<file path="config.mk">
export PLATFORM = sky130hd
export DESIGN_NAME = spi_hs_master
export DESIGN_NICKNAME = d
export VERILOG_FILES = /design/src/rtl/spi_hs_pkg.sv /design/src/rtl/spi_hs_clkdiv.sv /design/src/rtl/spi_hs_shifter.sv /design/src/rtl/spi_hs_regs.sv /design/src/rtl/spi_hs_master.sv
export SDC_FILE = /design/constraint.sdc
export NUM_CORES = 1
export LEC_CHECK = 0
export BUFFER_PORTS_ARGS = -buffer_cell sky130_fd_sc_hd__buf_2
export CELL_PAD_IN_SITES_DETAIL_PLACEMENT = 1
export CELL_PAD_IN_SITES_GLOBAL_PLACEMENT = 1
export CORE_ASPECT_RATIO = 0.75
export CORE_MARGIN = 3
export CORE_UTILIZATION = 25
export DETAILED_ROUTE_END_ITERATION = 10
export MAX_ROUTING_LAYER = met4
export PLACE_DENSITY_LB_ADDON = 0.3
export SLEW_MARGIN = 15
export SYNTH_ARGS = -nofsm -noshare
export SYNTH_HDL_FRONTEND = slang
export SYNTH_HIERARCHICAL = 1
export SYNTH_SLANG_ARGS = --single-unit
export TNS_END_PERCENT = 50
</file>
<file path="constraint.sdc">
create_clock -name clk -period 4.9 [get_ports clk]
set_clock_uncertainty 0.1 [all_clocks]
set_input_delay 0 -clock clk [delete_from_list [all_inputs] [get_ports clk]]
set_output_delay 0 -clock clk [all_outputs]
set_load 0.02 [all_outputs]
</file>
<file path="src/rtl/spi_hs_pkg.sv">
package spi_hs_pkg;

    typedef enum logic [1:0] {
        ST_IDLE   = 2'd0,
        ST_HALF_A = 2'd1,
        ST_HALF_B = 2'd2,
        ST_FINISH = 2'd3
    } xfer_state_t;

    localparam logic [1:0] ADDR_CTRL = 2'd0;
    localparam logic [1:0] ADDR_STAT = 2'd1;
    localparam logic [1:0] ADDR_DATA = 2'd2;

    // Control byte, most significant field first
    typedef struct packed {
        logic       irq_en;
        logic       enable;
        logic       master;
        logic       cpol;
        logic       cpha;
        logic [2:0] rate;
    } ctrl_t;

    localparam int STAT_DONE_BIT = 7;
    localparam int STAT_WCOL_BIT = 6;
    localparam int STAT_MODF_BIT = 4;

endpackage

</file>
<file path="src/rtl/spi_hs_clkdiv.sv">
module spi_hs_clkdiv #(
    parameter int RATE_W = 3
) (
    input  logic              clk,
    input  logic              rst_n,
    input  logic              run,
    input  logic [RATE_W-1:0] rate,
    output logic              tick
);
    // Half an SCK period lasts 2^rate system clocks
    localparam int CNT_W = (1 << RATE_W) - 1;
    localparam logic [CNT_W:0] ONE = {{CNT_W{1'b0}}, 1'b1};

    logic [CNT_W-1:0] cnt_q;
    logic [CNT_W:0]   span;

    assign span = (ONE << rate) - ONE;
    assign tick = run && (cnt_q == span[CNT_W-1:0]);

    always_ff @(posedge clk) begin
        if (!rst_n) begin
            cnt_q <= '0;
        end else if (!run || tick) begin
            cnt_q <= '0;
        end else begin
            cnt_q <= cnt_q + {{(CNT_W-1){1'b0}}, 1'b1};
        end
    end
endmodule

</file>
<file path="src/rtl/spi_hs_shifter.sv">
module spi_hs_shifter
    import spi_hs_pkg::*;
#(
    parameter int DATA_W = 8
) (
    input  logic              clk,
    input  logic              rst_n,
    input  logic              start,
    input  logic [DATA_W-1:0] load_data,
    input  logic              abort,
    input  logic              tick,
    input  logic              cpol,
    input  logic              cpha,
    input  logic              miso_i,
    output logic              sck_o,
    output logic              mosi_o,
    output logic              run,
    output logic              busy,
    output logic              done_pulse,
    output logic [DATA_W-1:0] rx_data,
    output xfer_state_t       state_o
);
    localparam int CNT_W = (DATA_W > 2) ? $clog2(DATA_W) : 1;
    localparam logic [CNT_W-1:0] LAST_BIT = CNT_W'(DATA_W - 1);

    xfer_state_t       state_q, state_d;
    logic [DATA_W-1:0] tx_q, rx_q;
    logic [CNT_W-1:0]  bit_q;
    logic              mosi_q;
    logic              lead_edge, trail_edge, last_bit;

    assign lead_edge  = (state_q == ST_HALF_A) && tick;
    assign trail_edge = (state_q == ST_HALF_B) && tick;
    assign last_bit   = (bit_q == LAST_BIT);

    // Next-state logic
    always_comb begin
        state_d = state_q;
        unique case (state_q)
            ST_IDLE:   if (start) state_d = ST_HALF_A;
            ST_HALF_A: if (tick) state_d = ST_HALF_B;
            ST_HALF_B: if (tick) state_d = last_bit ? ST_FINISH : ST_HALF_A;
            ST_FINISH: state_d = ST_IDLE;
            default:   state_d = ST_IDLE;
        endcase
    end

    // State register
    always_ff @(posedge clk) begin
        if (!rst_n || abort) begin
            state_q <= ST_IDLE;
        end else begin
            state_q <= state_d;
        end
    end

    // Datapath and serial outputs
    always_ff @(posedge clk) begin
        if (!rst_n) begin
            tx_q   <= '0;
            rx_q   <= '0;
            bit_q  <= '0;
            mosi_q <= 1'b0;
        end else if (start && state_q == ST_IDLE && !abort) begin
            bit_q <= '0;
            if (cpha) begin
                tx_q <= load_data;
            end else begin
                mosi_q <= load_data[DATA_W-1];
                tx_q   <= load_data << 1;
            end
        end else begin
            if (lead_edge) begin
                if (cpha) begin
                    mosi_q <= tx_q[DATA_W-1];
                    tx_q   <= tx_q << 1;
                end else begin
                    rx_q <= {rx_q[DATA_W-2:0], miso_i};
                end
            end
            if (trail_edge) begin
                bit_q <= bit_q + CNT_W'(1);
                if (cpha) begin
                    rx_q <= {rx_q[DATA_W-2:0], miso_i};
                end else begin
                    mosi_q <= tx_q[DATA_W-1];
                    tx_q   <= tx_q << 1;
                end
            end
        end
    end

    assign sck_o      = cpol ^ (state_q == ST_HALF_B);
    assign mosi_o     = mosi_q;
    assign run        = (state_q == ST_HALF_A) || (state_q == ST_HALF_B);
    assign busy       = (state_q != ST_IDLE);
    assign done_pulse = (state_q == ST_FINISH);
    assign rx_data    = rx_q;
    assign state_o    = state_q;
endmodule

</file>
<file path="src/rtl/spi_hs_regs.sv">
module spi_hs_regs
    import spi_hs_pkg::*;
#(
    parameter int DATA_W = 8
) (
    input  logic              clk,
    input  logic              rst_n,
    input  logic [1:0]        bus_addr,
    input  logic              bus_wr,
    input  logic              bus_rd,
    input  logic [DATA_W-1:0] bus_wdata,
    output logic [DATA_W-1:0] bus_rdata,
    input  logic              ssel_i,
    input  logic              busy,
    input  logic              done_pulse,
    input  logic [DATA_W-1:0] rx_data,
    output ctrl_t             ctrl,
    output logic              start,
    output logic [DATA_W-1:0] load_data,
    output logic              abort,
    output logic              irq_o,
    output logic              done_flag,
    output logic              wcol_flag,
    output logic              modf_flag
);
    ctrl_t             ctrl_q;
    logic [DATA_W-1:0] rx_buf_q;
    logic              done_q, wcol_q, modf_q, armed_q;
    logic              wr_ctrl, wr_data, rd_stat, rd_data;
    logic              fault, collide, clear_seq, any_flag;
    logic [7:0]        stat_byte;

    assign wr_ctrl   = bus_wr && (bus_addr == ADDR_CTRL);
    assign wr_data   = bus_wr && (bus_addr == ADDR_DATA);
    assign rd_stat   = bus_rd && (bus_addr == ADDR_STAT);
    assign rd_data   = bus_rd && (bus_addr == ADDR_DATA);

    assign fault     = ctrl_q.enable && ctrl_q.master && !ssel_i;
    assign any_flag  = done_q || wcol_q || modf_q;
    assign collide   = wr_data && (done_q || busy);
    assign clear_seq = rd_data && armed_q;
    assign start     = wr_data && !collide && ctrl_q.enable && ctrl_q.master && !fault;

    always_ff @(posedge clk) begin
        if (!rst_n) begin
            ctrl_q <= '0;
        end else begin
            if (wr_ctrl) ctrl_q <= ctrl_t'(bus_wdata[7:0]);
            if (fault) begin
                ctrl_q.enable <= 1'b0;
                ctrl_q.master <= 1'b0;
            end
        end
    end

    always_ff @(posedge clk) begin
        if (!rst_n) begin
            done_q   <= 1'b0;
            wcol_q   <= 1'b0;
            modf_q   <= 1'b0;
            armed_q  <= 1'b0;
            rx_buf_q <= '0;
        end else begin
            if (clear_seq) begin
                done_q  <= 1'b0;
                wcol_q  <= 1'b0;
                modf_q  <= 1'b0;
                armed_q <= 1'b0;
            end else if (rd_stat && any_flag) begin
                armed_q <= 1'b1;
            end
            if (done_pulse) begin
                done_q   <= 1'b1;
                rx_buf_q <= rx_data;
            end
            if (collide) wcol_q <= 1'b1;
            if (fault)   modf_q <= 1'b1;
        end
    end

    always_comb begin
        stat_byte = 8'h00;
        stat_byte[STAT_DONE_BIT] = done_q;
        stat_byte[STAT_WCOL_BIT] = wcol_q;
        stat_byte[STAT_MODF_BIT] = modf_q;
    end

    always_comb begin
        unique case (bus_addr)
            ADDR_CTRL: bus_rdata = DATA_W'(ctrl_q);
            ADDR_STAT: bus_rdata = DATA_W'(stat_byte);
            ADDR_DATA: bus_rdata = rx_buf_q;
            default:   bus_rdata = '0;
        endcase
    end

    assign ctrl      = ctrl_q;
    assign load_data = bus_wdata;
    assign abort     = fault;
    assign irq_o     = ctrl_q.irq_en && done_q;
    assign done_flag = done_q;
    assign wcol_flag = wcol_q;
    assign modf_flag = modf_q;
endmodule

</file>
<file path="src/rtl/spi_hs_master.sv">
module spi_hs_master
    import spi_hs_pkg::*;
#(
    parameter int DATA_W = 8
) (
    input  logic              clk,
    input  logic              rst_n,
    input  logic [1:0]        bus_addr,
    input  logic              bus_wr,
    input  logic              bus_rd,
    input  logic [DATA_W-1:0] bus_wdata,
    output logic [DATA_W-1:0] bus_rdata,
    output logic              sck_o,
    output logic              mosi_o,
    input  logic              miso_i,
    input  logic              ssel_i,
    output logic              irq_o
);
    localparam int RATE_W = 3;

    ctrl_t             ctrl;
    xfer_state_t       xfer_state;
    logic              start, abort, tick, run, busy, done_pulse;
    logic              done_flag, wcol_flag, modf_flag;
    logic [DATA_W-1:0] load_data, rx_data;

    spi_hs_regs #(.DATA_W(DATA_W)) u_regs (
        .clk        (clk),
        .rst_n      (rst_n),
        .bus_addr   (bus_addr),
        .bus_wr     (bus_wr),
        .bus_rd     (bus_rd),
        .bus_wdata  (bus_wdata),
        .bus_rdata  (bus_rdata),
        .ssel_i     (ssel_i),
        .busy       (busy),
        .done_pulse (done_pulse),
        .rx_data    (rx_data),
        .ctrl       (ctrl),
        .start      (start),
        .load_data  (load_data),
        .abort      (abort),
        .irq_o      (irq_o),
        .done_flag  (done_flag),
        .wcol_flag  (wcol_flag),
        .modf_flag  (modf_flag)
    );

    spi_hs_clkdiv #(.RATE_W(RATE_W)) u_div (
        .clk   (clk),
        .rst_n (rst_n),
        .run   (run),
        .rate  (ctrl.rate),
        .tick  (tick)
    );

    spi_hs_shifter #(.DATA_W(DATA_W)) u_shift (
        .clk        (clk),
        .rst_n      (rst_n),
        .start      (start),
        .load_data  (load_data),
        .abort      (abort),
        .tick       (tick),
        .cpol       (ctrl.cpol),
        .cpha       (ctrl.cpha),
        .miso_i     (miso_i),
        .sck_o      (sck_o),
        .mosi_o     (mosi_o),
        .run        (run),
        .busy       (busy),
        .done_pulse (done_pulse),
        .rx_data    (rx_data),
        .state_o    (xfer_state)
    );
endmodule

</file>
==> results.md <==
- Status: complete, no violations
- Mapped Area: 2681 um2
- Initial core utilization: 25.86%
- F_max: 381.2 MHz
- Flop pwr share: 46.4%
- Hold path cells: 3
- Clock power share: 46.9%
- Mapped Cells: 282
- Crit Path Class: reg -> reg
- Drt first pass iters: 4
- Tightest Pin Transition: 712.3 ps
- Initial antenna violation count: 0
- Hold Path Class: in -> reg
- Largest net degree at the start of global routing: 42
- DRC: 0
- CP Data Arrival Time: 2700 ps
- Die height: 95.69 um
- Rows: 32
- Number of I/O pins: 27
- Total chip power: about 0.9 mW
- Crit. End Element: flop
- Fin cells: 442
- 1st-iter DRT viols: 109
- CORE AREA: 10370 um2
- RSZ-0062 raised after global routing: no
- Worst skew pair latency: 290 ps
- Mapped Nets: 306
- Wire per inst: 15.42 um
- CTS max path bufs: 2
- GRT overflow: 0
- Place WS: 2316 ps
- Detail Route Antenna Nets: 0
- Most used DFF post-synth: dfxtp_1
- Int Pwr: 0.6728 mW
- Post-synthesis register bit count: 49
- Number of synthesized flops with an enable pin: 0
- Crit path time final: 2623 ps
- Met1 Usage GRT: 16.49%
- M2 GR Usage: between 15 and 20%
- HPWL after detailed placement: 4758 um
- Global-route wire length before repair: between 10000 and 15000 um
- Max FO, Critical Path: 14
- Worst-path clk slew: 70 ps
- Routability-driven placement congestion ratio: 0.7105
- Placed insts: 422
- Seq/Total Area, Yosys: between 30% and 40%
- Synth Warn #: 6
- Worst endpoint required time: 4980 ps
- Final hold violations: 0
- Final instance area: between 3000 and 4000 um2
- Asr flop ratio synth: 0%
- Worst Slack Setup Final: between 2000 and 2500 ps
- Final Slew Violations: 0
- CTS Sinks: 49
- Mean Syn Cell Area: 9.508 um2
- Clk root buf: clkbuf_16
- Netlist cell types: between 50 and 60
- Static Leakage: around 1.2 nW
- Die area: between 10000 and 15000 um2
- Combinational Power Share: 6.7%
- Htree depth: 2
- Share of cells above drive strength 1: 19.28%
- Vias in the first global route: 2192
- N_diodes: 0
- CTS buffer count: 5
- Setup_tns: 0 ps
- Nets: 329
- Maxcap violations: 0
- Die width: roughly 130 um
- Via density: 4.681
- CTS tree: built
- IO buf count: 26
- Sw power: 0.2017 mW
- R2R cell count: 7
- Slew HR: between 50% and 60%
- Final setup fails: 0
- Max rail drop VDD: approximately 0.13 mV
- Routed Wire Length: 6817 um
- DR vias: 2069
- Area Overhead vs Synth: 16.33%
- Startpoint types: flop
- Switching Fraction: 23.06%
- Crit share post-route: between 50% and 60%
- Power per Cell Area: around 280 nW/um2
- GRT Overall Usage: 12.44%
- Cell Area, Placed: 2825 um2
- Met3 GRT Util: under 10%
- Fill cells: roughly 1200
- Global routing's busiest layer: met2
## power groups by stage
stage / Sequential (mW) / Clock, mW / Combinational [mW]
after floorplan: 0.412 / 0 / 0.0422
after global placement: 0.415 / 0 / 0.0516
after detailed placement: 0.415 / 0 / 0.0514
after CTS: 0.406 / 0.424 / 0.0585
after global routing: 0.406 / 0.443 / 0.0649
final: 0.406 / 0.410 / 0.0588
## critical path, stage by stage, from the launching register on
cell and delay (ps):
dfxtp_1 560, xnor2_1 160, nand3_1 140, a22oi_4 330
and3_1 570, o21bai_1 230, nand2_1 120, o311a_1 290
## kinds of logic (layout without fill, tap and decap cells)
group / after synthesis / count (layout) / share of synthesized area [%]
fa+ha+maj: 8 / 8 / 3.733
mux: 43 / 43 / 16.66
buf+inv: 27 / 51 / 6.672
xor+xnor: 9 / 9 / 2.940
compound gates: 52 / 52 / 14.98
flops: 49 / 49 / 36.58
simple gates: 94 / 94 / 18.43
## flip-flops by register name, indices dropped and copies added (netlist names)
name,count
u_div/cnt_q,7
u_regs/armed_q,1
u_regs/ctrl,8
u_regs/done_flag,1
u_regs/modf_flag,1
u_regs/rx_buf_q,8
u_regs/wcol_flag,1
u_shift/bit_q,3
u_shift/mosi_o,1
u_shift/rx_data,8
u_shift/state_o,2
u_shift/tx_q,8
## area by class of cell
cell class	count	area (um2)	area share, %
Clock inverter	3	48.80	1.564
Timing Repair Buffer	39	257.7	8.263
Clock buffer	5	125.1	4.011
Inverter	4	15.01	0.4813
Multi-Input combinational cell	206	1521	48.78
Sequential cell	49	980.9	31.45
Tap cell	136	170.2	5.455
## layer usage
layer	vias up	share of wire, %
met5	-	0
met4	0	0.89
met3	6	3.5
met2	32	43
met1	991	53
li1	1040	-
## path summary, 6_finish.rpt
kind | start | slack [ps] | to
setup / recovery | u_regs/ctrl[1] | 2280 | u_shift/state_o[0]
hold / removal | bus_wr | 30 | u_regs/wcol_flag
setup reg to reg | u_regs/ctrl[1] | 2280 | u_shift/state_o[0]
hold reg to reg | u_shift/bit_q[2] | 370 | u_shift/bit_q[2]
## through the flow
stage                     hold slack, ps  util [%]
final                              25.27     30.08
after global routing               62.30     30.08
after CTS                          20.41     30.08
after detailed placement           161.4     27.24
after global placement             162.9     27.24
after floorplan                    38.81         -
## cells in the final DEF, fill, tap and decap left out, types with 2 or more instances in the layout
master         count
a211oi_1          19
a21oi_1            4
a22o_2             2
and2_1             2
and2_4             2
and3_1             4
and3b_1            2
buf_2             26
clkbuf_16          5
dfxtp_1           49
dlygate4sd3_1     12
ha_1               8
inv_1              4
mux2_2             8
mux2i_1           33
nand2_1           25
nand3_1           10
nand4_1            2
nor2_1            20
nor2b_1           15
nor3_1             2
o21a_1             2
o21ai_0           12
o311a_1            2
xnor2_1            4
xor2_1             5
## repair_timing
item                                   CTS  global route
buffers inserted                         0             0
gates resized for setup                  0             0
setup endpoints to repair                0             0
hold buffers                            12             0
endpoints found under the hold margin   11             0
## synthesized netlist by cell type (4+ instances only)
cell	n	share of area, %
mux2_2	8	3.4
o21ai_0	12	2.2
and3_1	4	0.93
buf_6	5	2.1
nor2_1	20	2.8
xor2_1	5	1.6
nor2b_1	15	3.5
ha_1	8	3.7
buf_4	10	2.8
nand3_1	10	1.9
clkbuf_1	5	0.70
xnor2_1	4	1.3
dfxtp_1	49	37
mux2i_1	33	12
nand2_1	25	3.5
inv_1	4	0.56
a21oi_1	4	0.75
a211oi_1	19	5.3
No activity file was read; power rests on OpenSTA's default activity.
